File: src/rtl/ptw_pkg.sv
package ptw_pkg;

   typedef enum logic [2:0] {
      ST_IDLE = 3'd0,
      ST_CTX  = 3'd1,
      ST_L1   = 3'd2,
      ST_L2   = 3'd3,
      ST_L3   = 3'd4,
      ST_WB   = 3'd5,
      ST_DONE = 3'd6
   } walk_state_t;

   localparam logic [1:0] ACC_READ  = 2'd0;
   localparam logic [1:0] ACC_WRITE = 2'd1;
   localparam logic [1:0] ACC_FETCH = 2'd2;

   localparam logic [1:0] DT_INVALID = 2'd0;
   localparam logic [1:0] DT_PTR     = 2'd1;
   localparam logic [1:0] DT_PAGE    = 2'd2;
   localparam logic [1:0] DT_RSVD    = 2'd3;

   localparam logic [2:0] FK_INVALID = 3'd1;
   localparam logic [2:0] FK_XLATE   = 3'd4;

   localparam logic [1:0] SZ_4K   = 2'd0;
   localparam logic [1:0] SZ_256K = 2'd1;
   localparam logic [1:0] SZ_16M  = 2'd2;

   localparam int ERR_W     = 10;
   localparam int REF_BIT   = 5;
   localparam int MOD_BIT   = 6;
   localparam int BOOT_BITS = 19;
   localparam int PAGE_LSB  = 12;

   // low bit of the table index used at each level (1..3)
   function automatic int idx_lo(input int lvl);
      return (lvl == 1) ? 24 : (lvl == 2) ? 18 : 12;
   endfunction

   function automatic logic [ERR_W-1:0] fault_word(input logic [1:0] lvl,
                                                   input logic [2:0] kind);
      return {lvl, 3'b000, kind, 2'b00};
   endfunction

endpackage

File: src/rtl/ptw_desc_addr.sv
module ptw_desc_addr
   import ptw_pkg::*;
#(
   parameter int PA_W  = 36,
   parameter int CTX_W = 8
) (
   input  logic [1:0]       lvl,
   input  logic [31:0]      ctx_ptr,
   input  logic [CTX_W-1:0] ctx_num,
   input  logic [31:0]      va,
   input  logic [31:0]      ptr_desc,
   output logic [PA_W-1:0]  addr
);
   localparam int L1_LO = idx_lo(1);
   localparam int L2_LO = idx_lo(2);
   localparam int L3_LO = idx_lo(3);
   localparam int IDX_W = 32 - L1_LO;

   logic [PA_W-1:0]  ctx_base;
   logic [PA_W-1:0]  tbl_base;
   logic [IDX_W-1:0] idx;

   always_comb begin
      ctx_base = (PA_W'(ctx_ptr) << 4) + (PA_W'(ctx_num) << 2);
      tbl_base = PA_W'({ptr_desc[31:2], 2'b00}) << 4;
      case (lvl)
         2'd1:    idx = va[31:L1_LO];
         2'd2:    idx = IDX_W'(va[L1_LO-1:L2_LO]);
         2'd3:    idx = IDX_W'(va[L2_LO-1:L3_LO]);
         default: idx = '0;
      endcase
      addr = (lvl == 2'd0) ? ctx_base : tbl_base + (PA_W'(idx) << 2);
   end

endmodule

File: src/rtl/ptw_finalize.sv
module ptw_finalize
   import ptw_pkg::*;
#(
   parameter int PA_W = 36
) (
   input  logic [31:0]     entry,
   input  logic [1:0]      lvl,
   input  logic [31:0]     va,
   input  logic            is_write,
   output logic [31:0]     new_entry,
   output logic            need_wb,
   output logic [PA_W-1:0] pa,
   output logic [1:0]      size,
   output logic [2:0]      acc_field,
   output logic            wr_ok
);
   logic [31:0] lvl_off [1:3];

   for (genvar k = 1; k <= 3; k++) begin : g_lvl
      localparam int LO = idx_lo(k);
      if (LO > PAGE_LSB) begin : g_span
         assign lvl_off[k] = {{(32-LO){1'b0}}, va[LO-1:PAGE_LSB], {PAGE_LSB{1'b0}}};
      end else begin : g_none
         assign lvl_off[k] = '0;
      end
   end

   logic [31:0] off_sel;

   always_comb begin
      new_entry = entry;
      new_entry[REF_BIT] = 1'b1;
      if (is_write) new_entry[MOD_BIT] = 1'b1;
      need_wb = (new_entry != entry);
      case (lvl)
         2'd1:    begin off_sel = lvl_off[1]; size = SZ_16M;  end
         2'd2:    begin off_sel = lvl_off[2]; size = SZ_256K; end
         default: begin off_sel = lvl_off[3]; size = SZ_4K;   end
      endcase
      pa = ((PA_W'(entry[31:8]) << PAGE_LSB) + PA_W'(off_sel)) | PA_W'(va[PAGE_LSB-1:0]);
      acc_field = entry[4:2];
      wr_ok     = new_entry[MOD_BIT];
   end

endmodule

File: src/rtl/ptw_walker.sv
module ptw_walker
   import ptw_pkg::*;
#(
   parameter int PA_W  = 36,
   parameter int CTX_W = 8
) (
   input  logic              clk,
   input  logic              rst,
   input  logic              req_valid,
   output logic              req_ready,
   input  logic [31:0]       req_va,
   input  logic [1:0]        req_acc,
   input  logic              ctl_enable,
   input  logic              ctl_boot,
   input  logic [31:0]       ctx_ptr,
   input  logic [CTX_W-1:0]  ctx_num,
   input  logic [PA_W-1:0]   prom_base,
   output logic              mem_rd_valid,
   input  logic              mem_rd_ready,
   output logic [PA_W-1:0]   mem_rd_addr,
   input  logic              mem_rsp_valid,
   input  logic [31:0]       mem_rsp_data,
   output logic              mem_wr_valid,
   input  logic              mem_wr_ready,
   output logic [PA_W-1:0]   mem_wr_addr,
   output logic [31:0]       mem_wr_data,
   output logic              done,
   output logic              done_fault,
   output logic [ERR_W-1:0]  done_err,
   output logic [PA_W-1:0]   done_pa,
   output logic [1:0]        done_size,
   output logic [2:0]        done_acc,
   output logic              done_wr_ok,
   output logic              done_bypass
);
   localparam int MIN_PA_W = 24 + PAGE_LSB;

   if (PA_W < MIN_PA_W) begin : g_pa_check
      initial $fatal(1, "ptw_walker: PA_W must be at least %0d", MIN_PA_W);
   end
   if (CTX_W < 1 || CTX_W > 30) begin : g_ctx_check
      initial $fatal(1, "ptw_walker: CTX_W out of range");
   end

   walk_state_t      state;
   logic             rd_pend;
   logic [PA_W-1:0]  cur_addr;
   logic [31:0]      va_q;
   logic [1:0]       acc_q;
   logic [31:0]      wb_data;

   logic             r_fault;
   logic [ERR_W-1:0] r_err;
   logic [PA_W-1:0]  r_pa;
   logic [1:0]       r_size;
   logic [2:0]       r_acc;
   logic             r_wr_ok;
   logic             r_bypass;

   logic [1:0]       cur_lvl;
   logic [1:0]       gen_lvl;
   logic             walking;
   logic [PA_W-1:0]  gen_addr;
   logic [31:0]      fin_entry;
   logic             fin_wb;
   logic [PA_W-1:0]  fin_pa;
   logic [1:0]       fin_size;
   logic [2:0]       fin_acc;
   logic             fin_wr_ok;
   logic [PA_W-1:0]  bypass_pa;
   logic             boot_fetch;

   always_comb begin
      walking = 1'b1;
      case (state)
         ST_CTX:  cur_lvl = 2'd0;
         ST_L1:   cur_lvl = 2'd1;
         ST_L2:   cur_lvl = 2'd2;
         ST_L3:   cur_lvl = 2'd3;
         default: begin cur_lvl = 2'd0; walking = 1'b0; end
      endcase
      gen_lvl    = (state == ST_IDLE) ? 2'd0 : cur_lvl + 2'd1;
      boot_fetch = ctl_boot && (req_acc == ACC_FETCH);
      bypass_pa  = boot_fetch ? (prom_base | PA_W'(req_va[BOOT_BITS-1:0]))
                              : PA_W'(req_va);
   end

   ptw_desc_addr #(.PA_W(PA_W), .CTX_W(CTX_W)) u_addr (
      .lvl      (gen_lvl),
      .ctx_ptr  (ctx_ptr),
      .ctx_num  (ctx_num),
      .va       (va_q),
      .ptr_desc (mem_rsp_data),
      .addr     (gen_addr)
   );

   ptw_finalize #(.PA_W(PA_W)) u_fin (
      .entry     (mem_rsp_data),
      .lvl       (cur_lvl),
      .va        (va_q),
      .is_write  (acc_q == ACC_WRITE),
      .new_entry (fin_entry),
      .need_wb   (fin_wb),
      .pa        (fin_pa),
      .size      (fin_size),
      .acc_field (fin_acc),
      .wr_ok     (fin_wr_ok)
   );

   always_ff @(posedge clk) begin
      if (rst) begin
         state    <= ST_IDLE;
         rd_pend  <= 1'b0;
         cur_addr <= '0;
         va_q     <= '0;
         acc_q    <= ACC_READ;
         wb_data  <= '0;
         r_fault  <= 1'b0;
         r_err    <= '0;
         r_pa     <= '0;
         r_size   <= SZ_4K;
         r_acc    <= '0;
         r_wr_ok  <= 1'b0;
         r_bypass <= 1'b0;
      end else begin
         case (state)
            ST_IDLE: begin
               if (req_valid) begin
                  va_q  <= req_va;
                  acc_q <= req_acc;
                  if (!ctl_enable) begin
                     r_fault  <= 1'b0;
                     r_err    <= '0;
                     r_pa     <= bypass_pa;
                     r_size   <= SZ_4K;
                     r_acc    <= '0;
                     r_wr_ok  <= !boot_fetch;
                     r_bypass <= 1'b1;
                     state    <= ST_DONE;
                  end else begin
                     cur_addr <= gen_addr;
                     rd_pend  <= 1'b0;
                     r_bypass <= 1'b0;
                     state    <= ST_CTX;
                  end
               end
            end
            ST_CTX, ST_L1, ST_L2, ST_L3: begin
               if (!rd_pend) begin
                  if (mem_rd_ready) rd_pend <= 1'b1;
               end else if (mem_rsp_valid) begin
                  rd_pend <= 1'b0;
                  r_pa    <= '0;
                  r_wr_ok <= 1'b0;
                  r_acc   <= '0;
                  r_size  <= SZ_4K;
                  case (mem_rsp_data[1:0])
                     DT_PTR: begin
                        if (state == ST_L3) begin
                           r_fault <= 1'b1;
                           r_err   <= fault_word(cur_lvl, FK_XLATE);
                           state   <= ST_DONE;
                        end else begin
                           cur_addr <= gen_addr;
                           state    <= walk_state_t'(state + 3'd1);
                        end
                     end
                     DT_PAGE: begin
                        if (state == ST_CTX) begin
                           r_fault <= 1'b1;
                           r_err   <= fault_word(cur_lvl, FK_XLATE);
                           state   <= ST_DONE;
                        end else begin
                           r_fault <= 1'b0;
                           r_err   <= '0;
                           r_pa    <= fin_pa;
                           r_size  <= fin_size;
                           r_acc   <= fin_acc;
                           r_wr_ok <= fin_wr_ok;
                           wb_data <= fin_entry;
                           state   <= fin_wb ? ST_WB : ST_DONE;
                        end
                     end
                     DT_INVALID: begin
                        r_fault <= 1'b1;
                        r_err   <= fault_word(cur_lvl, FK_INVALID);
                        state   <= ST_DONE;
                     end
                     default: begin
                        r_fault <= 1'b1;
                        r_err   <= fault_word(cur_lvl, FK_XLATE);
                        state   <= ST_DONE;
                     end
                  endcase
               end
            end
            ST_WB: begin
               if (mem_wr_ready) state <= ST_DONE;
            end
            default: state <= ST_IDLE;
         endcase
      end
   end

   assign req_ready    = (state == ST_IDLE);
   assign mem_rd_valid = walking && !rd_pend;
   assign mem_rd_addr  = cur_addr;
   assign mem_wr_valid = (state == ST_WB);
   assign mem_wr_addr  = cur_addr;
   assign mem_wr_data  = wb_data;
   assign done         = (state == ST_DONE);
   assign done_fault   = r_fault;
   assign done_err     = r_err;
   assign done_pa      = r_pa;
   assign done_size    = r_size;
   assign done_acc     = r_acc;
   assign done_wr_ok   = r_wr_ok;
   assign done_bypass  = r_bypass;

endmodule

File: config.mk
export PLATFORM = sky130hd
export DESIGN_NAME = ptw_walker
export DESIGN_NICKNAME = d
export VERILOG_FILES = /design/src/rtl/ptw_pkg.sv /design/src/rtl/ptw_desc_addr.sv /design/src/rtl/ptw_finalize.sv /design/src/rtl/ptw_walker.sv
export SDC_FILE = /design/constraint.sdc
export NUM_CORES = 1
export LEC_CHECK = 0
export BUFFER_PORTS_ARGS = -buffer_cell sky130_fd_sc_hd__buf_4
export CELL_PAD_IN_SITES_DETAIL_PLACEMENT = 1
export CELL_PAD_IN_SITES_GLOBAL_PLACEMENT = 2
export CORE_UTILIZATION = 30
export CTS_CLUSTER_DIAMETER = 100
export DETAILED_ROUTE_END_ITERATION = 16
export MAX_ROUTING_LAYER = met4
export PLACE_DENSITY = 0.93
export SLEW_MARGIN = 20
export SYNTH_ARGS = -nofsm -noshare
export SYNTH_HDL_FRONTEND = slang
export SYNTH_HIERARCHICAL = 1
export SYNTH_SLANG_ARGS = --single-unit
export TNS_END_PERCENT = 10
File: constraint.sdc
create_clock -name clk -period 4.7 [get_ports clk]
set_input_delay 0.94 -clock clk [delete_from_list [all_inputs] [get_ports clk]]
set_output_delay 0.94 -clock clk [all_outputs]
set_load 0.02 [all_outputs]
==> reports/metrics.yaml <==
status:
  status: "finished, final reports clean"
detailed_routing:
  drt_wl_total_um: 40300
  ant_nets: 0
  drc: 0
  drtPass1Iterations: 5
  avgViaCountPerCell: 5.17
  vias: 9960
  drt_iter0_markers: 588
  avgRoutedWirePerCell_um: 20.9
grt:
  antenna_found_initial: 0
  grt_pass1_wl_um: 60700
  grt_start_max_net_pins: 88
  overflow: 0
  first_global_vias: 10100
  track_usage_pct: 23.2
cells_and_area:
  final_util_pct: 38.2
  instances_no_fill: 1927
  area_delta_synth_final_pct: 24.6
  final_nets: 1652
  drive_above_1_share_pct: 27.7
  n_antenna_cell: 0
cts:
  cts_hold_buf: 0
  cts_tree: "built"
  clockBufferDepth: 2
  cts-root-buf: "clkbuf_16"
  cts.sinks: 154
  cts_made_buffers: 17
  cts_resized: 0
  path_clk_slew_ns: 0.07
  post_cts_buffers: 0
  worstSkewPairLatency_ns: 0.45
  htreeDepth: 4
logic_synthesis:
  async_flop_share_pct: 0
  synth_area_per_cell_um2: 8.04
  yosysWarnings: 6
  synth-seq-cells: 154
  yosys_most_used_dff: "dfxtp_1"
  synth_edf_count: 0
  synth_cells: 1286
  yosysUniqueCellTypes: 73
  yosysSeqAreaShare_pct: 29.8
  syn-cell-area_um2: 10300
worst_hold_path:
  worstHoldStart: "acc_q[0]"
  hp-class: "reg -> reg"
  min_path_cells: 2
  hold-path-endpoint: "acc_q[0]"
worst_setup_path:
  cp-end-kind: "flop"
  reg2regPathDepth: 15
  r2r_slack_ns: 0.33
  r2r-start: "state[1]"
  critPathKind: "reg -> reg"
  worst-endpoint-arrival_ns: 4.67
  worstReg2RegEnd: "mem_rd_addr[18]"
  cp-start-kind: "flop"
  required_ns: 5.00
  crit_fanout: 10
placement:
  post-dp-hpwl_um: 30600
  gp_congestion: 0.880
  port_buffers: 305
  dp_cells: 1895
floorplanning:
  dieArea_um2: 35200
  row_count: 67
  core_um2: 33700
  die_w_um: 188
  start_util_pct: 30.7
  fp.dieH_um: 188
  ios: 312
sta:
  min_period_ns: 4.37
  slew_viol_final: 0
  worst_slew_pin_slew_ns: 1.09
  period_share_pct: 93.0
  timing.fmax_mhz: 229
  hold_viol_final: 0
  relSlewSlack_pct: 27.0
  finalClockSkew_ns: 0.00929
  setup_tns_ns: 0
  whs_ns: 0.454
  setup_viol: 0
  rsz0062_at_grt: "false"
run:
  maxCapViolations: 0
power_and_ir_drop:
  ir_drop_mv: 0.581
  p_leak_nw: 5.43
  power_density_nw_per_um2: 622
[layer usage]
layer,GRT usage (%),wire (µm)
met1,28.3,17700
met2,38.1,19200
met3,5.93,2740
met4,5.53,677
met5,-,0
[critical path, cell delays in order, from the launching register on]
cell     delay (ns)
dfxtp_1        0.51
inv_1          0.14
ha_1           0.32
inv_1          0.14
o21a_1         0.43
mux2_2         0.40
a22o_1         0.25
ha_1           0.21
fa_1           0.43
a211o_1        0.33
and3b_1        0.31
and4_1         0.27
xnor2_1        0.14
mux2i_1        0.10
mux2i_1        0.18
nor2_1         0.06
[kinds of logic after synthesis]
family	after synthesis	synth area share, %
buf+inv	189	11.6
flops	154	29.8
fa+ha+maj	36	4.57
simple gates	495	22.8
xor+xnor	73	6.18
other cells	3	0.109
mux	69	7.18
compound gates	267	17.8
[sequential cells by signal, summed over array words and instances, names as in the netlist]
register	count
done_pa	36
mem_rd_addr	36
mem_wr_data	32
va_q	32
done_err	4
done_acc	3
state	3
acc_q	2
done_size	2
done_bypass	1
done_fault	1
done_wr_ok	1
rd_pend	1
[power by group]
group          switching (mW)  leakage [nW]  total, mW  internal (mW)
combinational            2.76          3.87       4.49           1.74
clock                   0.624         0.304       1.53          0.909
sequential              0.313          1.26       2.00           1.68
total                    3.69          5.43       8.02           4.33
[worst max path at each step]
stage	cells past startpoint	to	startpoint	slack, ns
after floorplan	18	mem_rd_addr[18]	state[1]	0.73
after global placement	17	done_pa[26]	state[1]	0.50
after detailed placement	17	done_pa[22]	state[1]	0.34
after CTS	15	mem_rd_addr[18]	state[1]	0.31
after global routing	17	done_pa[26]	state[1]	0.01
final	15	mem_rd_addr[18]	state[1]	0.33
[cell usage in the layout (no fill, tap or decap), types with 4 or more instances in the layout]
cell       count
buf_4        320
nand2_1      199
dfxtp_1      154
a21oi_1      125
nor2_1       117
mux2i_1       63
xor2_1        50
a211oi_1      39
nand3_1       39
ha_1          33
nor3_1        26
o21ai_0       25
inv_1         23
xnor2_1       23
and2_1        22
clkbuf_16     17
nand4_1       17
and4_1        14
and3_1        13
nor3_2        10
a211oi_2      10
conb_1         9
a21o_1         8
o2111ai_1      7
nor2b_1        6
a311oi_1       6
nand2b_1       5
nand3b_1       4
or3_1          4
clkinv_4       4
bufinv_16      4
mux4_2         4
[layout make-up]
class	instances	area, µm²
repair buffers	321	2410
multi-input cells	949	6110
well taps	448	561
clock inverters	13	193
inverters	23	86.3
flip-flops and latches	154	3080
clock buffers	19	443
fillers	4129	20800
[through the flow]
step                power (mW)  setup slack (ns)  instance area [µm²]
finish                    8.02             0.331                12900
global route              8.50            0.0113                12900
CTS                       8.09             0.314                12900
detailed placement        6.52             0.343                12200
global placement          6.43             0.499                12200
floorplan                 5.17             0.730                10400
[cell usage after synthesis, types with 13 or more instances]
library cell / instances / area, µm²
buf_2: 13 / 65.1
buf_4: 95 / 713
nor2_1: 119 / 447
and2_1: 22 / 138
clkbuf_1: 42 / 158
xnor2_1: 23 / 201
nand2_1: 199 / 747
nor3_1: 26 / 130
nand4_1: 17 / 106
and4_1: 14 / 123
o21ai_0: 25 / 125
xor2_1: 50 / 438
nand3_1: 39 / 195
a211oi_1: 39 / 293
mux2i_1: 63 / 631
and3_1: 13 / 81.3
a21oi_1: 125 / 626
dfxtp_1: 154 / 3080
inv_1: 23 / 86.3
ha_1: 33 / 413
(Power assumes the default switching activity.)
